File: config.mk
export PLATFORM = sky130hd
export DESIGN_NAME = twin_timer
export DESIGN_NICKNAME = d
export VERILOG_FILES = /design/src/rtl/twin_timer_pkg.sv /design/src/rtl/twin_timer_ctrl.sv /design/src/rtl/twin_timer_chan.sv /design/src/rtl/twin_timer_datapath.sv /design/src/rtl/twin_timer.sv
export SDC_FILE = /design/constraint.sdc
export NUM_CORES = 1
export LEC_CHECK = 0
export BUFFER_PORTS_ARGS = -buffer_cell sky130_fd_sc_hd__buf_2
export CORE_MARGIN = 1.5
export CORE_UTILIZATION = 45
export CTS_CLUSTER_SIZE = 12
export DETAILED_ROUTE_END_ITERATION = 7
export PLACE_DENSITY = 0.71
export SLEW_MARGIN = 10
export SYNTH_ARGS = -nofsm -noshare
export SYNTH_HDL_FRONTEND = slang
export SYNTH_SLANG_ARGS = --single-unit
File: constraint.sdc
create_clock -name clk -period 2.25 [get_ports clk]
set_clock_uncertainty 0.1 [all_clocks]
set_input_delay 0 -clock clk [delete_from_list [all_inputs] [get_ports clk]]
set_output_delay 0 -clock clk [all_outputs]
set_load 0.01 [all_outputs]
File: src/rtl/twin_timer_pkg.sv
package twin_timer_pkg;

  localparam int BYTE_W = 8;

  typedef enum logic [1:0] {
    MODE_13BIT  = 2'd0,
    MODE_16BIT  = 2'd1,
    MODE_RELOAD = 2'd2,
    MODE_SPLIT  = 2'd3
  } chanMode_t;

  // One nibble of the mode register: gate, source select, mode.
  typedef struct packed {
    logic      gate;
    logic      useCountPin;
    chanMode_t mode;
  } chanCfg_t;

  // Count strobes from control to datapath.
  typedef struct packed {
    logic cnt0;
    logic cntHi0;
    logic cnt1;
  } countStrobes_t;

  localparam logic [2:0] ADDR_CTRL = 3'd0;
  localparam logic [2:0] ADDR_MODE = 3'd1;
  localparam logic [2:0] ADDR_LO0  = 3'd2;
  localparam logic [2:0] ADDR_HI0  = 3'd3;
  localparam logic [2:0] ADDR_LO1  = 3'd4;
  localparam logic [2:0] ADDR_HI1  = 3'd5;

  localparam int CTRL_RUN0  = 4;
  localparam int CTRL_FLAG0 = 5;
  localparam int CTRL_RUN1  = 6;
  localparam int CTRL_FLAG1 = 7;

endpackage

File: src/rtl/twin_timer_ctrl.sv
module twin_timer_ctrl
  import twin_timer_pkg::*;
#(
  parameter int DIV_RATIO   = 6,
  parameter int SYNC_STAGES = 2
) (
  input  logic          clk,
  input  logic          rstN,
  input  chanCfg_t      cfg0,
  input  chanCfg_t      cfg1,
  input  logic          run0,
  input  logic          run1,
  input  logic [1:0]    gatePin,
  input  logic [1:0]    countPin,
  output countStrobes_t strobes
);

  localparam int DIV_W = (DIV_RATIO > 1) ? $clog2(DIV_RATIO) : 1;
  localparam logic [DIV_W-1:0] DIV_LAST = DIV_W'(DIV_RATIO - 1);

  logic [DIV_W-1:0] divCnt;
  logic             tick;
  logic [1:0]       pinFall;
  logic [1:0]       src;
  logic [1:0]       allow;
  logic [1:0]       useCountPin;
  logic [1:0]       gateOn;
  logic             split;

  // Free-running prescaler for timer mode
  always_ff @(posedge clk or negedge rstN) begin
    if (!rstN)                divCnt <= '0;
    else if (divCnt == DIV_LAST) divCnt <= '0;
    else                      divCnt <= divCnt + 1'b1;
  end

  assign tick = (divCnt == DIV_LAST);

  assign useCountPin = {cfg1.useCountPin, cfg0.useCountPin};
  assign gateOn      = {cfg1.gate, cfg0.gate};

  generate
    for (genvar ch = 0; ch < 2; ch++) begin : g_pin
      // chain[0..SYNC_STAGES-1] synchronise, chain[SYNC_STAGES] holds previous
      logic [SYNC_STAGES:0] chain;

      always_ff @(posedge clk or negedge rstN) begin
        if (!rstN) chain <= '0;
        else       chain <= {chain[SYNC_STAGES-1:0], countPin[ch]};
      end

      assign pinFall[ch] = chain[SYNC_STAGES] & ~chain[SYNC_STAGES-1];
      assign src[ch]     = useCountPin[ch] ? pinFall[ch] : tick;
      assign allow[ch]   = ~gateOn[ch] | gatePin[ch];

      AST_FALL_SINGLE: assert property (@(posedge clk) disable iff (!rstN)
        pinFall[ch] |=> !pinFall[ch]);
    end
  endgenerate

  assign split = (cfg0.mode == MODE_SPLIT);

  always_comb begin
    strobes.cnt0   = run0 & allow[0] & src[0];
    strobes.cntHi0 = split & run1 & tick;
    strobes.cnt1   = (cfg1.mode != MODE_SPLIT) & allow[1] & src[1] & (split | run1);
  end

  AST_TICK_GAP: assert property (@(posedge clk) disable iff (!rstN)
    tick |=> !tick);

  AST_GATE_BLOCKS: assert property (@(posedge clk) disable iff (!rstN)
    (cfg0.gate && !gatePin[0]) |-> !strobes.cnt0);

endmodule

File: src/rtl/twin_timer_chan.sv
module twin_timer_chan
  import twin_timer_pkg::*;
(
  input  chanMode_t         mode,
  input  logic              splitEn,
  input  logic [BYTE_W-1:0] curLo,
  input  logic [BYTE_W-1:0] curHi,
  input  logic              incMain,
  input  logic              incHi,
  output logic [BYTE_W-1:0] nextLo,
  output logic [BYTE_W-1:0] nextHi,
  output logic              ovfMain,
  output logic              ovfHi
);

  always_comb begin
    nextLo  = curLo;
    nextHi  = curHi;
    ovfMain = 1'b0;
    ovfHi   = 1'b0;
    unique case (mode)
      MODE_13BIT: begin
        if (incMain) begin
          nextLo = {curLo[7:5], curLo[4:0] + 5'd1};
          if (&curLo[4:0]) begin
            nextHi  = curHi + 8'd1;
            ovfMain = &curHi;
          end
        end
      end
      MODE_16BIT: begin
        if (incMain) begin
          {nextHi, nextLo} = {curHi, curLo} + 16'd1;
          ovfMain          = &{curHi, curLo};
        end
      end
      MODE_RELOAD: begin
        if (incMain) begin
          if (&curLo) begin
            nextLo  = curHi;
            ovfMain = 1'b1;
          end else begin
            nextLo = curLo + 8'd1;
          end
        end
      end
      MODE_SPLIT: begin
        if (splitEn) begin
          if (incMain) begin
            nextLo  = curLo + 8'd1;
            ovfMain = &curLo;
          end
          if (incHi) begin
            nextHi = curHi + 8'd1;
            ovfHi  = &curHi;
          end
        end
      end
      default: ;
    endcase
  end

endmodule

File: src/rtl/twin_timer_datapath.sv
module twin_timer_datapath
  import twin_timer_pkg::*;
(
  input  logic              clk,
  input  logic              rstN,
  input  logic              regWrEn,
  input  logic [2:0]        regAddr,
  input  logic [BYTE_W-1:0] regWrData,
  output logic [BYTE_W-1:0] regRdData,
  input  countStrobes_t     strobes,
  output chanCfg_t          cfg0,
  output chanCfg_t          cfg1,
  output logic              run0,
  output logic              run1,
  output logic [1:0]        irq
);

  logic [BYTE_W-1:0] modeQ;
  logic              flag0;
  logic              flag1;
  logic [BYTE_W-1:0] loQ [2];
  logic [BYTE_W-1:0] hiQ [2];
  logic [BYTE_W-1:0] loN [2];
  logic [BYTE_W-1:0] hiN [2];
  logic [1:0]        ovfMain;
  logic [1:0]        ovfHi;
  logic [1:0]        incMain;
  logic [1:0]        incHi;
  logic [1:0]        splitEn;
  chanMode_t         chanMode [2];
  logic              split;
  logic              flag0Set;
  logic              flag1Set;
  logic              wrCtrl;
  logic              wrMode;

  assign cfg0  = chanCfg_t'(modeQ[3:0]);
  assign cfg1  = chanCfg_t'(modeQ[7:4]);
  assign split = (cfg0.mode == MODE_SPLIT);

  assign chanMode[0] = cfg0.mode;
  assign chanMode[1] = cfg1.mode;
  assign incMain     = {strobes.cnt1, strobes.cnt0};
  assign incHi       = {1'b0, strobes.cntHi0};
  assign splitEn     = {1'b0, 1'b1};

  assign wrCtrl = regWrEn && (regAddr == ADDR_CTRL);
  assign wrMode = regWrEn && (regAddr == ADDR_MODE);

  generate
    for (genvar ch = 0; ch < 2; ch++) begin : g_chan
      localparam logic [2:0] LO_ADDR = ADDR_LO0 + 3'(2 * ch);
      localparam logic [2:0] HI_ADDR = LO_ADDR + 3'd1;

      twin_timer_chan u_chan (
        .mode    (chanMode[ch]),
        .splitEn (splitEn[ch]),
        .curLo   (loQ[ch]),
        .curHi   (hiQ[ch]),
        .incMain (incMain[ch]),
        .incHi   (incHi[ch]),
        .nextLo  (loN[ch]),
        .nextHi  (hiN[ch]),
        .ovfMain (ovfMain[ch]),
        .ovfHi   (ovfHi[ch])
      );

      always_ff @(posedge clk or negedge rstN) begin
        if (!rstN) begin
          loQ[ch] <= '0;
          hiQ[ch] <= '0;
        end else begin
          loQ[ch] <= (regWrEn && regAddr == LO_ADDR) ? regWrData : loN[ch];
          hiQ[ch] <= (regWrEn && regAddr == HI_ADDR) ? regWrData : hiN[ch];
        end
      end
    end
  endgenerate

  // Channel 1's flag belongs to the upper split counter while channel 0 is split
  assign flag0Set = ovfMain[0];
  assign flag1Set = split ? ovfHi[0] : (ovfMain[1] | ovfHi[1]);

  always_ff @(posedge clk or negedge rstN) begin
    if (!rstN) begin
      modeQ <= '0;
      run0  <= 1'b0;
      run1  <= 1'b0;
      flag0 <= 1'b0;
      flag1 <= 1'b0;
    end else begin
      if (wrMode) modeQ <= regWrData;
      if (wrCtrl) begin
        run0 <= regWrData[CTRL_RUN0];
        run1 <= regWrData[CTRL_RUN1];
      end
      flag0 <= flag0Set | (wrCtrl ? regWrData[CTRL_FLAG0] : flag0);
      flag1 <= flag1Set | (wrCtrl ? regWrData[CTRL_FLAG1] : flag1);
    end
  end

  assign irq = {flag1, flag0};

  always_comb begin
    unique case (regAddr)
      ADDR_CTRL: regRdData = {flag1, run1, flag0, run0, 4'b0000};
      ADDR_MODE: regRdData = modeQ;
      ADDR_LO0:  regRdData = loQ[0];
      ADDR_HI0:  regRdData = hiQ[0];
      ADDR_LO1:  regRdData = loQ[1];
      ADDR_HI1:  regRdData = hiQ[1];
      default:   regRdData = '0;
    endcase
  end

  AST_OVF_SETS_FLAG0: assert property (@(posedge clk) disable iff (!rstN)
    flag0Set |=> flag0);

  AST_OVF_SETS_FLAG1: assert property (@(posedge clk) disable iff (!rstN)
    flag1Set |=> flag1);

  AST_CH1_FROZEN: assert property (@(posedge clk) disable iff (!rstN)
    (cfg1.mode == MODE_SPLIT && !(regWrEn && (regAddr == ADDR_LO1 || regAddr == ADDR_HI1)))
    |=> ($stable(loQ[1]) && $stable(hiQ[1])));

  AST_M0_UPPER_KEPT: assert property (@(posedge clk) disable iff (!rstN)
    (cfg0.mode == MODE_13BIT && !(regWrEn && regAddr == ADDR_LO0))
    |=> (loQ[0][7:5] == $past(loQ[0][7:5])));

  AST_CH0_STOPPED: assert property (@(posedge clk) disable iff (!rstN)
    (!run0 && !split && !(regWrEn && (regAddr == ADDR_LO0 || regAddr == ADDR_HI0)))
    |=> ($stable(loQ[0]) && $stable(hiQ[0])));

endmodule

File: src/rtl/twin_timer.sv
module twin_timer
  import twin_timer_pkg::*;
#(
  parameter int DIV_RATIO   = 6,
  parameter int SYNC_STAGES = 2
) (
  input  logic       clk,
  input  logic       rstN,
  input  logic       regWrEn,
  input  logic [2:0] regAddr,
  input  logic [7:0] regWrData,
  output logic [7:0] regRdData,
  input  logic [1:0] gatePin,
  input  logic [1:0] countPin,
  output logic [1:0] irq
);

  countStrobes_t strobes;
  chanCfg_t      cfg0;
  chanCfg_t      cfg1;
  logic          run0;
  logic          run1;

  twin_timer_ctrl #(
    .DIV_RATIO   (DIV_RATIO),
    .SYNC_STAGES (SYNC_STAGES)
  ) u_ctrl (
    .clk      (clk),
    .rstN     (rstN),
    .cfg0     (cfg0),
    .cfg1     (cfg1),
    .run0     (run0),
    .run1     (run1),
    .gatePin  (gatePin),
    .countPin (countPin),
    .strobes  (strobes)
  );

  twin_timer_datapath u_datapath (
    .clk       (clk),
    .rstN      (rstN),
    .regWrEn   (regWrEn),
    .regAddr   (regAddr),
    .regWrData (regWrData),
    .regRdData (regRdData),
    .strobes   (strobes),
    .cfg0      (cfg0),
    .cfg1      (cfg1),
    .run0      (run0),
    .run1      (run1),
    .irq       (irq)
  );

endmodule

==> tab_implementation.tex, run 1 <==
\begin{tabular}{lr}
\hline
Metric & Value \\
\hline
\multicolumn{2}{l}{\textbf{Worst setup path}} \\
Crit Reg-Reg Endpoint & u\_datapath.hiQ[5]\$\_DFFE\_PN0P\_ \\
Critical path buffers and inverters & 0 \\
Endpoint of the most critical setup path & u\_datapath.hiQ[5]\$\_DFFE\_PN0P\_ \\
CP Class & register to register \\
Data required time at the worst endpoint & 2390 ps \\
R2R cell count & 6 \\
Worst Path Max Fanout & 6 \\
Endpoint type of the worst setup path & register \\
CP top delay family & compound AO/OA/AOI/OAI gates \\
Crit path DAT & 2320 ps \\
Crit path cell chain & ha\_1, a2111oi\_4, and4\_1, nand3\_1, xor2\_1, a21oi\_1 \\
Worst reg-to-reg setup slack & 70 ps \\
Start point of the critical path & u\_datapath.modeQ[4]\$\_DFFE\_PN0P\_ \\
Reg2Reg Launch Point & u\_datapath.modeQ[4]\$\_DFFE\_PN0P\_ \\
Critical Path Stages & 6 \\
Category of the worst setup path launch point & register \\
Maximum cell stage delay along the critical path & 510 ps \\
Critical Path Slowest Stage Cell & a2111oi\_4 \\
\multicolumn{2}{l}{\textbf{Detailed routing}} \\
Routed wire length & 10500 um \\
Detailed-route via count & 3492 \\
Detailed-route wire length per cell & 18.3 um \\
Iter 0 DRT Violations & 373 \\
Post-route DRC & 0 \\
Antenna-violating nets left & 0 \\
Via/cell ratio & 6.07 \\
Total iterations of the first detailed-routing run & 5 \\
\multicolumn{2}{l}{\textbf{Timing}} \\
Final critical delay including setup and external delays & 2180 ps \\
Relative slew margins & 52.6\% \\
Endpoints failing hold & 0 \\
Max-slew violation count & 0 \\
Final worst slack & 73.3 ps \\
Maximum operating frequency & 459 MHz \\
Worst-Margin Slew & 710 ps \\
Setup TNS & 0 ps \\
Fraction of the cycle the final worst path needs & 96.7\% \\
Endpoints failing setup & 0 \\
\multicolumn{2}{l}{\textbf{Logic synthesis}} \\
Distinct cell type count of the synthesized netlist & 58 \\
Post-synthesis async set-or-reset flop share & 100\% \\
Cell area after technology mapping & 3670 um\^{}2 \\
Fraction of the yosys area taken by sequential cells & 36.2\% \\
Count of flip-flops with a built-in enable after synthesis & 0 \\
Synth Net Count & 447 \\
Post-Syn Area per Cell & 8.76 um\^{}2 \\
Main synth FF type & dfrtp\_1 \\
Synthesized netlist cell count & 419 \\
Count of synthesis-stage warnings from yosys & 0 \\
Flop and latch count out of synthesis & 53 \\
\multicolumn{2}{l}{\textbf{Clock network}} \\
Worst-skew pair later-pin latency & 320 ps \\
Buffer depth of the longest clock path & 2 \\
Reg clk slew, reported paths & 110 ps \\
TritonCTS clock tree & built \\
Number of buffers created by CTS & 5 \\
H-tree depth & 2 \\
TritonCTS sink count & 53 \\
Clock root buffer master & clkbuf\_8 \\
\multicolumn{2}{l}{\textbf{Floorplanning}} \\
Number of core rows & 32 \\
Height of the chip & 93.3 um \\
I/O pin cnt & 28 \\
Chip width & 93.3 um \\
Die footprint & 8700 um\^{}2 \\
Area inside the core boundary & 7810 um\^{}2 \\
Initial Utilization & 47.0\% \\
\multicolumn{2}{l}{\textbf{Worst hold path}} \\
HP Start & regWrEn \\
Worst min-delay path category & input pin to register \\
Min-Delay Path Depth & 3 \\
\multicolumn{2}{l}{\textbf{Status}} \\
Status & finished, final reports clean \\
\multicolumn{2}{l}{\textbf{Power}} \\
Int Pwr & 2.29 mW \\
Power, Total & 4.00 mW \\
Max IR drop VDD & 0.347 mV \\
Sequential cell fraction of total power & 42.8\% \\
Leakage power summed over all cells & 1.74 nW \\
Relative contribution of combinational cells to total power & 43.3\% \\
Clock group share of total power & 13.9\% \\
Sw power & 1.71 mW \\
Sw Ratio & 42.7\% \\
Power density relative to cell area & 932 nW/um\^{}2 \\
\multicolumn{2}{l}{\textbf{Global routing}} \\
Congestion Overflow GR & 0 \\
Wire length of the first global-routing pass & 17600 um \\
Number of global-route vias before repair & 3368 \\
Maximum number of pins on one net before global-route repair & 54 \\
Antenna violations before repair & 0 \\
Overall Global Routing Usage & 25.9\% \\
\multicolumn{2}{l}{\textbf{Flow run}} \\
Maximum capacitance violations & 0 \\
\multicolumn{2}{l}{\textbf{Final layout}} \\
Number of filler cells placed in the layout & 732 \\
Synthesis-to-layout area growth & 17.0\% \\
Commonest cells after routing, fill and taps aside & 52 x dfrtp\_1, 42 x nor2\_1, 36 x nand2\_1, 36 x o21ai\_0, 29 x a21oi\_1 \\
Share of layout cells above drive strength 1 & 20.1\% \\
Finished Cell Area & 4290 um\^{}2 \\
\# diodes & 0 \\
Leading cell type in the layout, fill and taps excluded & dfrtp\_1 \\
Final layout net count & 500 \\
Final design utilization & 55.0\% \\
\multicolumn{2}{l}{\textbf{Place}} \\
RD Place Congestion & 0.931 \\
Worst-case setup slack after placement & -3.16 ps \\
Total placed instance area & 4050 um\^{}2 \\
Count of port buffers added during placement & 27 \\
Post-detail-place hpwl & 7720 um \\
\hline
\end{tabular}
## how the worst min path moves through the flow
stage / to / slack [ps]
3_5_place_dp: u_ctrl.g_pin[1].chain[0]$_DFF_PN0_ / 10
4_1_cts: u_datapath.loQ[9]$_DFFE_PN0P_ / 80
2_1_floorplan: u_ctrl.divCnt[0]$_DFF_PN0_ / -400
3_3_place_gp: u_ctrl.g_pin[0].chain[0]$_DFF_PN0_ / 9
6_report: u_datapath.loQ[9]$_DFFE_PN0P_ / 90
5_1_grt: u_datapath.loQ[8]$_DFFE_PN0P_ / 120
## cell usage after synthesis, drive strengths merged, types with 6 or more instances
| library cell | number | share of area [%] |
|---|---|---|
| a21oi | 29 | 4.0 |
| dfrtp | 53 | 36 |
| nand4 | 6 | 1.2 |
| ha | 10 | 3.4 |
| buf | 6 | 0.89 |
| nand2 | 36 | 3.7 |
| o21ai | 37 | 5.0 |
| nand3 | 19 | 2.6 |
| mux2i | 17 | 4.6 |
| inv | 12 | 1.2 |
| o31ai | 6 | 1.2 |
| clkbuf | 14 | 1.4 |
| a211oi | 9 | 1.8 |
| nor3 | 10 | 1.5 |
| nor2 | 44 | 4.5 |
| nand2b | 7 | 1.2 |
| mux2 | 10 | 3.1 |
| xnor2 | 9 | 2.1 |
| xor2 | 12 | 2.9 |
| and3 | 7 | 1.2 |
## kinds of logic (layout without fill, tap and decap cells)
kind of cell | count (synthesis) | after routing | synth area share, %
AOI/OAI and AO/OA | 120 | 120 | 21.5
xor gates and xnor gates | 21 | 21 | 5.01
DFF | 53 | 53 | 36.2
muxes | 29 | 29 | 8.94
adders and majority gates | 10 | 10 | 3.41
and+or+nand+nor | 153 | 153 | 21.4
buffers and inverters | 33 | 87 | 3.65
## worst reg2reg max path: cells and delay by family, from the launching register on
kind / cells / cell delay [ps]
and+or+nand+nor: 2 / 460
xor gates and xnor gates: 1 / 170
DFF: 1 / 430
AOI/OAI and AO/OA: 2 / 660
adders and majority gates: 1 / 290
## metrics by stage
step	hold slack (ps)	std cells
2_1_floorplan	-396	419
3_3_place_gp	9.47	555
3_5_place_dp	9.66	555
4_1_cts	76.8	574
5_1_grt	119	575
6_report	86.3	575
## sequential cells by signal, indices dropped and copies added (netlist names)
register / flops
u_datapath.flag1: 1
u_datapath.modeQ: 8
u_ctrl.divCnt: 3
u_datapath.run1: 1
u_datapath.loQ: 16
u_datapath.hiQ: 16
u_ctrl.g_pin.chain: 6
u_datapath.run0: 1
u_datapath.flag0: 1
## power by group through the flow
stage / Clock (mW) / Combinational, mW / Sequential [mW]
after floorplan: 0 / 1.14 / 1.57
after global placement: 0 / 1.62 / 1.69
after detailed placement: 0 / 1.66 / 1.71
after CTS: 0.560 / 1.69 / 1.69
after global routing: 0.604 / 1.93 / 1.75
final: 0.556 / 1.73 / 1.71
## layer usage
metal	GRT usage, %	share of wire [%]	vias to the layer above
li1	-	-	1643
met1	38.4	46	1665
met2	40.0	45	166
met3	3.41	6.9	18
met4	5.81	1.8	0
met5	0	0	-
## what timing repair did
item / 4_1_cts / 5_1_grt
setup buffers: 0 / 1
gates resized for setup: 1 / 11
pin swaps: 0 / 6
endpoints found under the setup margin: 2 / 16
endpoints found under the hold margin: 95 / 0
hold buffers: 11 / 0
## area by class of cell
cell class | count | area, um^2 | area share (%)
clock buffer | 6 | 72.6 | 1.69
clock inverter | 2 | 10.0 | 0.233
inverter | 13 | 48.8 | 1.14
multi-input combinational | 333 | 2250 | 52.4
sequential | 53 | 1330 | 30.9
tap | 102 | 128 | 2.97
timing repair buffer | 66 | 455 | 10.6
Power figures use the tool's default switching activity.
==> run 2: changes to the inputs <==
- RECOVER_POWER: default -> 25
==> run 2 against run 1 <==
Compared with the run above:
- fmax shrank 0.52%
- sequential share of layout area about the same
- wire length barely moved
- highest routed layer unchanged
==> tab_implementation.tex, run 2 (synthesis results as in run 1) <==
\begin{tabular}{lr}
\hline
Metric & Value \\
\hline
\multicolumn{2}{l}{\textbf{Detailed routing}} \\
Iter 0 DRT Violations & 372 \\
Detailed-route wire length per cell & 18.3 um \\
Via/cell ratio & 6.06 \\
Routed wire length & 10500 um \\
Antenna-violating nets left & 0 \\
Post-route DRC & 0 \\
Detailed-route via count & 3485 \\
Total iterations of the first detailed-routing run & 5 \\
\multicolumn{2}{l}{\textbf{Timing}} \\
Setup TNS & 0 ps \\
Final critical delay including setup and external delays & 2190 ps \\
Fraction of the cycle the final worst path needs & 97.2\% \\
Relative slew margins & 8.35\% \\
Endpoints failing hold & 0 \\
Worst-Margin Slew & 1370 ps \\
Endpoints failing setup & 0 \\
Max-slew violation count & 0 \\
Final worst slack & 61.9 ps \\
Maximum operating frequency & 457 MHz \\
\multicolumn{2}{l}{\textbf{Place}} \\
RD Place Congestion & 0.931 \\
Total placed instance area & 4050 um\^{}2 \\
Worst-case setup slack after placement & -3.16 ps \\
Post-detail-place hpwl & 7720 um \\
Count of port buffers added during placement & 27 \\
\multicolumn{2}{l}{\textbf{Power}} \\
Power density relative to cell area & 932 nW/um\^{}2 \\
Relative contribution of combinational cells to total power & 43.3\% \\
Max IR drop VDD & 0.347 mV \\
Sw Ratio & 42.7\% \\
Int Pwr & 2.29 mW \\
Sw power & 1.70 mW \\
Sequential cell fraction of total power & 42.8\% \\
Power, Total & 3.99 mW \\
Leakage power summed over all cells & 1.73 nW \\
Clock group share of total power & 13.9\% \\
\multicolumn{2}{l}{\textbf{Clock network}} \\
Buffer depth of the longest clock path & 2 \\
TritonCTS sink count & 53 \\
Number of buffers created by CTS & 5 \\
Reg clk slew, reported paths & 110 ps \\
TritonCTS clock tree & built \\
H-tree depth & 2 \\
Clock root buffer master & clkbuf\_8 \\
Worst-skew pair later-pin latency & 320 ps \\
\multicolumn{2}{l}{\textbf{Final layout}} \\
Share of layout cells above drive strength 1 & 19.7\% \\
Largest regs & u\_datapath.hiQ: 16 flops, u\_datapath.loQ: 16 flops, u\_datapath.modeQ: 8 flops \\
Final design utilization & 54.9\% \\
Number of filler cells placed in the layout & 735 \\
Synthesis-to-layout area growth & 16.8\% \\
Final layout net count & 500 \\
Commonest cells after routing, fill and taps aside & 52 x dfrtp\_1, 42 x nor2\_1, 36 x nand2\_1, 36 x o21ai\_0, 29 x a21oi\_1 \\
Area occupied by registers & 1330 um\^{}2 \\
\# diodes & 0 \\
Finished Cell Area & 4290 um\^{}2 \\
Area used by multi-input combinational logic & 2250 um\^{}2 \\
Leading cell type in the layout, fill and taps excluded & dfrtp\_1 \\
\multicolumn{2}{l}{\textbf{Floorplanning}} \\
Chip width & 93.3 um \\
Die footprint & 8700 um\^{}2 \\
Height of the chip & 93.3 um \\
Number of core rows & 32 \\
I/O pin cnt & 28 \\
Area inside the core boundary & 7810 um\^{}2 \\
Initial Utilization & 47.0\% \\
\multicolumn{2}{l}{\textbf{Global routing}} \\
Overall Global Routing Usage & 25.9\% \\
Wire length of the first global-routing pass & 17600 um \\
Number of global-route vias before repair & 3368 \\
Maximum number of pins on one net before global-route repair & 54 \\
Congestion Overflow GR & 0 \\
Antenna violations before repair & 0 \\
\multicolumn{2}{l}{\textbf{Status}} \\
Status & finished, final reports clean \\
\multicolumn{2}{l}{\textbf{Worst setup path}} \\
Data required time at the worst endpoint & 2390 ps \\
Worst Path Max Fanout & 6 \\
Category of the worst setup path launch point & register \\
Critical Path Slowest Stage Cell & a2111oi\_4 \\
Maximum cell stage delay along the critical path & 510 ps \\
Crit path DAT & 2330 ps \\
CP Class & register to register \\
Crit path cell chain & ha\_1, a2111oi\_4, and4\_1, nand3\_1, xor2\_1, a21oi\_1 \\
Endpoint type of the worst setup path & register \\
\multicolumn{2}{l}{\textbf{Flow run}} \\
Maximum capacitance violations & 0 \\
\multicolumn{2}{l}{\textbf{Worst hold path}} \\
Worst min-delay path category & input pin to register \\
\hline
\end{tabular}
[run 2: cell count changes in the layout (fill, tap and decap cells not counted)]
cell / delta
buf_2: -2
clkbuf_1: +2
buf_4: -1
clkbuf_2: +1
[run 2: power by group through the flow]
stage | sequential, mW | combinational, mW | clock (mW)
floorplan | 1.57 | 1.14 | 0
global placement | 1.69 | 1.62 | 0
detailed placement | 1.71 | 1.66 | 0
CTS | 1.69 | 1.69 | 0.560
global route | 1.75 | 1.92 | 0.604
finish | 1.71 | 1.73 | 0.555
[run 2: metal layers]
metal	part of all wire (%)	GRT usage [%]
met1	46	38.4
met2	45	40.0
met3	7.1	3.41
met4	1.9	5.81
met5	0	0
[run 2: timing repair]
item                                   in CTS  in global routing
cloned                                      0                  0
setup buffers                               0                  1
gates resized for setup                     1                 11
setup endpoints to repair                   2                 16
endpoints found under the hold margin      95                  0
hold buffers                               11                  0
pin swaps                                   0                  6
[run 2: critical path, delay by kind of cell (launching register included)]
family                   cells  cell delay (ps)
adder cells (fa/ha/maj)      1              290
flip-flops                   1              430
XOR/XNOR                     1              170
AND/OR/NAND/NOR              2              470
AO/OA/AOI/OAI                2              660
[run 2: stage by stage]
stage / cells / hold WS (ps)
after floorplan: 419 / -396
after global placement: 555 / 9.47
after detailed placement: 555 / 9.66
after CTS: 574 / 76.8
after global routing: 575 / 119
final: 575 / 86.2
[run 2: cell type report]
| cell class | instances | area share [%] |
|---|---|---|
| clock buffer | 6 | 1.69 |
| multi-input combinational | 333 | 52.5 |
| tap | 102 | 2.98 |
| sequential | 53 | 31.0 |
| clock inverter | 2 | 0.234 |
| inverter | 13 | 1.14 |
| timing repair buffer | 66 | 10.5 |
[run 2: path summary, 6_finish.rpt]
| check | start | endpoint | slack (ps) | cells after the start |
|---|---|---|---|---|
| setup reg to reg | u_datapath.modeQ[4]$_DFFE_PN0P_ | u_datapath.hiQ[5]$_DFFE_PN0P_ | 60 | 6 |
| hold / removal | regWrEn | u_datapath.loQ[9]$_DFFE_PN0P_ | 90 | 3 |
| setup / recovery | u_datapath.modeQ[4]$_DFFE_PN0P_ | u_datapath.hiQ[5]$_DFFE_PN0P_ | 60 | 6 |
| hold reg to reg | u_ctrl.g_pin[1].chain[0]$_DFF_PN0_ | u_ctrl.g_pin[1].chain[1]$_DFF_PN0_ | 270 | 0 |
| max in group asynchronous | rstN | u_datapath.loQ[11]$_DFFE_PN0P_ | 630 | 3 |
| min in group asynchronous | rstN | u_ctrl.g_pin[1].chain[1]$_DFF_PN0_ | 510 | 3 |
